--- config.mk ---
export PLATFORM = sky130hd
export DESIGN_NAME = uart_rx_fifo_rts
export DESIGN_NICKNAME = d
export VERILOG_FILES = /design/src/rtl/uart_rx_fifo_rts.sv
export SDC_FILE = /design/constraint.sdc
export NUM_CORES = 1
export LEC_CHECK = 0
export BUFFER_PORTS_ARGS = -buffer_cell sky130_fd_sc_hd__clkbuf_2
export CELL_PAD_IN_SITES_DETAIL_PLACEMENT = 1
export CELL_PAD_IN_SITES_GLOBAL_PLACEMENT = 1
export CORE_UTILIZATION = 55
export DETAILED_ROUTE_END_ITERATION = 12
export PLACE_DENSITY_LB_ADDON = 0.1
export SYNTH_ARGS = -nofsm -noshare
export SYNTH_HDL_FRONTEND = slang
export SYNTH_SLANG_ARGS = --single-unit
--- constraint.sdc ---
create_clock -name clk -period 8.6 [get_ports clk]
set_input_delay 1.72 -clock clk [delete_from_list [all_inputs] [get_ports clk]]
set_output_delay 1.72 -clock clk [all_outputs]
set_load 0.005 [all_outputs]
--- src/rtl/uart_rx_fifo_rts.sv ---
module uart_rx_fifo_rts #(
  parameter int DW    = 8,
  parameter int DEPTH = 16
) (
  input  logic          clk,
  input  logic          rst_n,
  input  logic          rx_valid,
  input  logic [DW-1:0] rx_data,
  input  logic          ctrl_we,
  input  logic [7:0]    ctrl_wdata,
  output logic [7:0]    ctrl_rdata,
  input  logic          mcr_we,
  input  logic [7:0]    mcr_wdata,
  input  logic          rd_en,
  output logic [DW-1:0] rd_data,
  output logic          data_ready,
  output logic          rx_irq,
  output logic          overrun,
  output logic          rts,
  output logic          tx_fifo_clr
);
  localparam int AW = (DEPTH > 1) ? $clog2(DEPTH) : 1;
  localparam int CW = $clog2(DEPTH + 1);

  logic [DW-1:0] mem [DEPTH];
  logic [AW-1:0] wr_ptr, rd_ptr;
  logic [CW-1:0] count, cap, level, thresh;
  logic          q_en, auto_rts, rts_q, ovr_q, txclr_q;
  logic [1:0]    trig;

  function automatic logic [AW-1:0] step(input logic [AW-1:0] p);
    return (p == AW'(DEPTH - 1)) ? '0 : p + 1'b1;
  endfunction

  wire rx_clr = ctrl_we & ctrl_wdata[1];
  wire empty  = (count == '0);
  wire full   = (count >= cap);
  wire pop    = rd_en & ~empty & ~rx_clr;
  wire push   = rx_valid & ~rx_clr & (~full | pop);
  wire drop   = rx_valid & ~rx_clr & full & ~pop;

  always_comb begin
    case (trig)
      2'd0:    level = CW'(1);
      2'd1:    level = CW'(4);
      2'd2:    level = CW'(8);
      default: level = CW'(14);
    endcase
  end

  assign cap    = q_en ? CW'(DEPTH) : CW'(1);
  assign thresh = q_en ? level : CW'(1);

  assign ctrl_rdata  = {trig, 5'b0, q_en};
  assign rd_data     = mem[rd_ptr];
  assign data_ready  = ~empty;
  assign rx_irq      = (count >= thresh);
  assign overrun     = ovr_q;
  assign rts         = rts_q & auto_rts;
  assign tx_fifo_clr = txclr_q;

  always_ff @(posedge clk) begin
    if (push) mem[wr_ptr] <= rx_data;
  end

  always_ff @(posedge clk or negedge rst_n) begin
    if (!rst_n) begin
      wr_ptr <= '0;
      rd_ptr <= '0;
      count  <= '0;
    end else if (rx_clr) begin
      wr_ptr <= '0;
      rd_ptr <= '0;
      count  <= '0;
    end else begin
      if (push) wr_ptr <= step(wr_ptr);
      if (pop)  rd_ptr <= step(rd_ptr);
      count <= count + CW'(push) - CW'(pop);
    end
  end

  always_ff @(posedge clk or negedge rst_n) begin
    if (!rst_n) begin
      q_en     <= 1'b0;
      trig     <= 2'd0;
      txclr_q  <= 1'b0;
      ovr_q    <= 1'b0;
      auto_rts <= 1'b0;
      rts_q    <= 1'b0;
    end else begin
      txclr_q <= ctrl_we & ctrl_wdata[2];
      if (ctrl_we) begin
        q_en <= ctrl_wdata[0];
        trig <= ctrl_wdata[7:6];
      end
      if (rx_clr)    ovr_q <= 1'b0;
      else if (drop) ovr_q <= 1'b1;
      if (mcr_we) auto_rts <= mcr_wdata[6];
      if (!auto_rts)     rts_q <= 1'b0;
      else if (rx_valid) rts_q <= 1'b1;
      else if (pop)      rts_q <= 1'b0;
    end
  end

  assert_count_bound_R3: assert property (@(posedge clk) disable iff (!rst_n)
    count <= CW'(DEPTH));
  assert_drop_flags_R3: assert property (@(posedge clk) disable iff (!rst_n)
    (rx_valid && full && !rd_en && !ctrl_we) |=> overrun);
  assert_rx_clear_R7: assert property (@(posedge clk) disable iff (!rst_n)
    (ctrl_we && ctrl_wdata[1]) |=> (!data_ready && !overrun));
  assert_tx_pulse_R8: assert property (@(posedge clk) disable iff (!rst_n)
    $rose(tx_fifo_clr) |=> !tx_fifo_clr);
  assert_irq_needs_data_R5: assert property (@(posedge clk) disable iff (!rst_n)
    rx_irq |-> data_ready);
  assert_rts_rise_R9: assert property (@(posedge clk) disable iff (!rst_n)
    (auto_rts && rx_valid && !mcr_we) |=> rts);
  assert_rts_fall_R9: assert property (@(posedge clk) disable iff (!rst_n)
    (auto_rts && data_ready && rd_en && !rx_valid && !mcr_we && !ctrl_we) |=> !rts);
endmodule

==> results.txt <==
Cell area after placement: 6710 µm²
Critical path class: reg -> out
Synth top area share: 0.600
Syn Inst Count: 392
Top post-synthesis cells by area: edfxtp_1, dfrtp_1, mux4_2, mux2i_1, ha_1
Worst EP required: 6880 ps
Global-route wire length before repair: 22400 µm
Fin Setup TNS: 0 ps
Setup crit end: rd_data[3]
Most used DFF post-synth: edfxtp_1
DRT Pass-1 Iters: 4
Slew Limit Fails: 0
Clk_lat worst skew: 430 ps
CTS Hold Bufs: 0
Die height: 110 µm
TritonCTS clock tree: done
Via density: 6.17
Ys async rst share: 0.135
Fmax achieved: 216 MHz
Core area: 11400 µm²
Commonest non-fill, non-tap cell in the layout: edfxtp_1
Antenna Cells: 0
Hold Violations, Final: 0
CP Depth: 6
Maximum number of pins on one net before global-route repair: 39
Fin crit share: 0.538
Critical-path top delay cell: buf_4
Top sig layer: met4
Die W: 110 µm
Worst Path Arrival: 2910 ps
Worst Path Max Fanout: 38
Maxcap violations: 0
Slew of the pin with the lowest slew margin: 1150 ps
Fin Hold WS: 505 ps
Final setup viols: 0
Family with the most delay on the worst path: buffers and inverters
Dpl hpwl: 9100 µm
Worst R2R Path Depth: 12
Die ar.: 12100 µm²
Routed metal-1 wirelength: 6130 µm
Min-delay src: overrun
Reg2reg setup slack: 4610 ps
Starting Density: 0.564
Critical path origin: rd_ptr[0]
Clock tree buffer depth: 2
Antenna Nets Post-Route: 0
Syn Std Cell Area: 6410 µm²
Starting DRC count in detailed routing: 291
Worst-path cell chain: buf_4 -> mux2i_1 -> a221oi_1 -> o21ai_0 -> nand2_1 -> clkbuf_2
GRT Resource Usage Total: 0.268
Pre-CTS setup slack: 3800 ps
Routability Congestion: 0.784
Clock skew: 10.4 ps
Finished Layout Cells: 582
Crit start category: flip-flop
Ratio of cells with drive above 1 in the final layout: 0.226
Reg-to-reg critical path endpoint: count[4]
Pwr per Cell Area: 303 nW/µm²
CTS root buf: clkbuf_16
WL met3: 753 µm
# H-tree levels: 4
Reg-to-Reg Start: count[2]
Post-synth EDFFs: 128
Overflow after GRT: 0
Slew HR: 0.229
Worst setup margin: 3970 ps
Area Growth Syn to Fin: 14.1%
CTS resizes: 0
Port bufs: 35
Clock-pin slew on the worst setup and hold paths: 60 ps
Kind of end point of the critical path: output pin
Status: finished clean
CTS Buf Count: 17
Vias: 3593
Placed cell count: 550
Distinct cell type count after synthesis: 50
Residual DRC count: 0
Max IR drop VDD: 215 µV
Fin util: 0.643
RSZ-0062 raised after global routing: no
Syn Area/Cell: 16.3 µm²
Register area share after synthesis: 0.678
Leakage power: 2.59 nW
YS warnings: 0
Crit path time final: 4630 ps
Routed len/inst: 25.0 µm
Met2 wire len: 7510 µm
CP peak stage delay: 660 ps
Bufs and invs on worst path: 2
Total power: 2.21 mW
Final Cell Area: 7310 µm²
Io pins: 51
FP Rows: 39
Most frequent cells in the layout: edfxtp_1, clkbuf_2, mux2i_1
Vias in the first global route: 3877
Net count, final: 475
CTS Sinks: 148
Area leader, netlist: edfxtp_1
Final WL: 14600 µm
Initial antenna violation count: 0
Number of synthesized register bits: 148
Setup Fix Bufs, Post-CTS: 0
Hold WC Path Type: reg -> reg
## power breakdown
group | leakage [nW] | internal, mW | switching, mW
Sequential | 1.41 | 0.834 | 0.0711
Combinational | 0.903 | 0.253 | 0.296
Clock | 0.281 | 0.457 | 0.301
Total | 2.59 | 1.54 | 0.668
## sequential cells by signal, summed over array words and instances (netlist names)
register and flops:
auto_rts 1, count 5, mem 128, overrun 1, q_en 1, rd_ptr 4, rts_q 1, trig 2
tx_fifo_clr 1, wr_ptr 4
## cells by family after synthesis
group	Yosys count	share of synthesized area
other	1	0.000585
and+or+nand+nor	66	0.0609
DFF	148	0.678
buffers and inverters	38	0.0287
adders and majority gates	19	0.0383
muxes	52	0.113
xor gates and xnor gates	3	0.00410
AOI/OAI and AO/OA	65	0.0764
## worst min-delay path by stage
stage | endpoint | depth (start not counted)
floorplan | overrun | 2
global placement | overrun | 2
detailed placement | overrun | 2
CTS | overrun | 2
global route | overrun | 2
finish | overrun | 2
## cell usage after synthesis (all sizes together) (2+ instances only)
library cell	instances
edfxtp	128
mux2i	33
dfrtp	20
buf	19
nand2	19
a221oi	18
ha	18
mux4	16
o21ai	14
inv	10
a22oi	8
clkbuf	8
nor4b	8
a21oi	7
and2	7
nor2	7
and4	6
nand3	6
mux2	3
nor2b	3
o211ai	3
xor2	3
a2111oi	2
a21boi	2
a21o	2
a31oi	2
nand2b	2
nor3	2
o21bai	2
## tightest hold or removal path: stages (launching register included)
cell and delay (ps):
dfrtp_1 340, a31oi_1 40, nor2_1 80
## routing by layer
layer | global-route usage | vias up
met5 | 0 | -
met4 | 0.0962 | 0
met3 | 0.0593 | 20
met2 | 0.445 | 110
met1 | 0.347 | 1838
li1 | - | 1625
## cell type report
class / count / area (µm²)
flip-flops and latches: 148 / 4350
fillers: 1013 / 4060
multi-input cells: 210 / 1940
clock buffers: 17 / 425
repair buffers: 38 / 198
well taps: 143 / 179
clock inverters: 15 / 178
inverters: 11 / 41.3
Note: power is estimated with default switching activity, not from simulation.
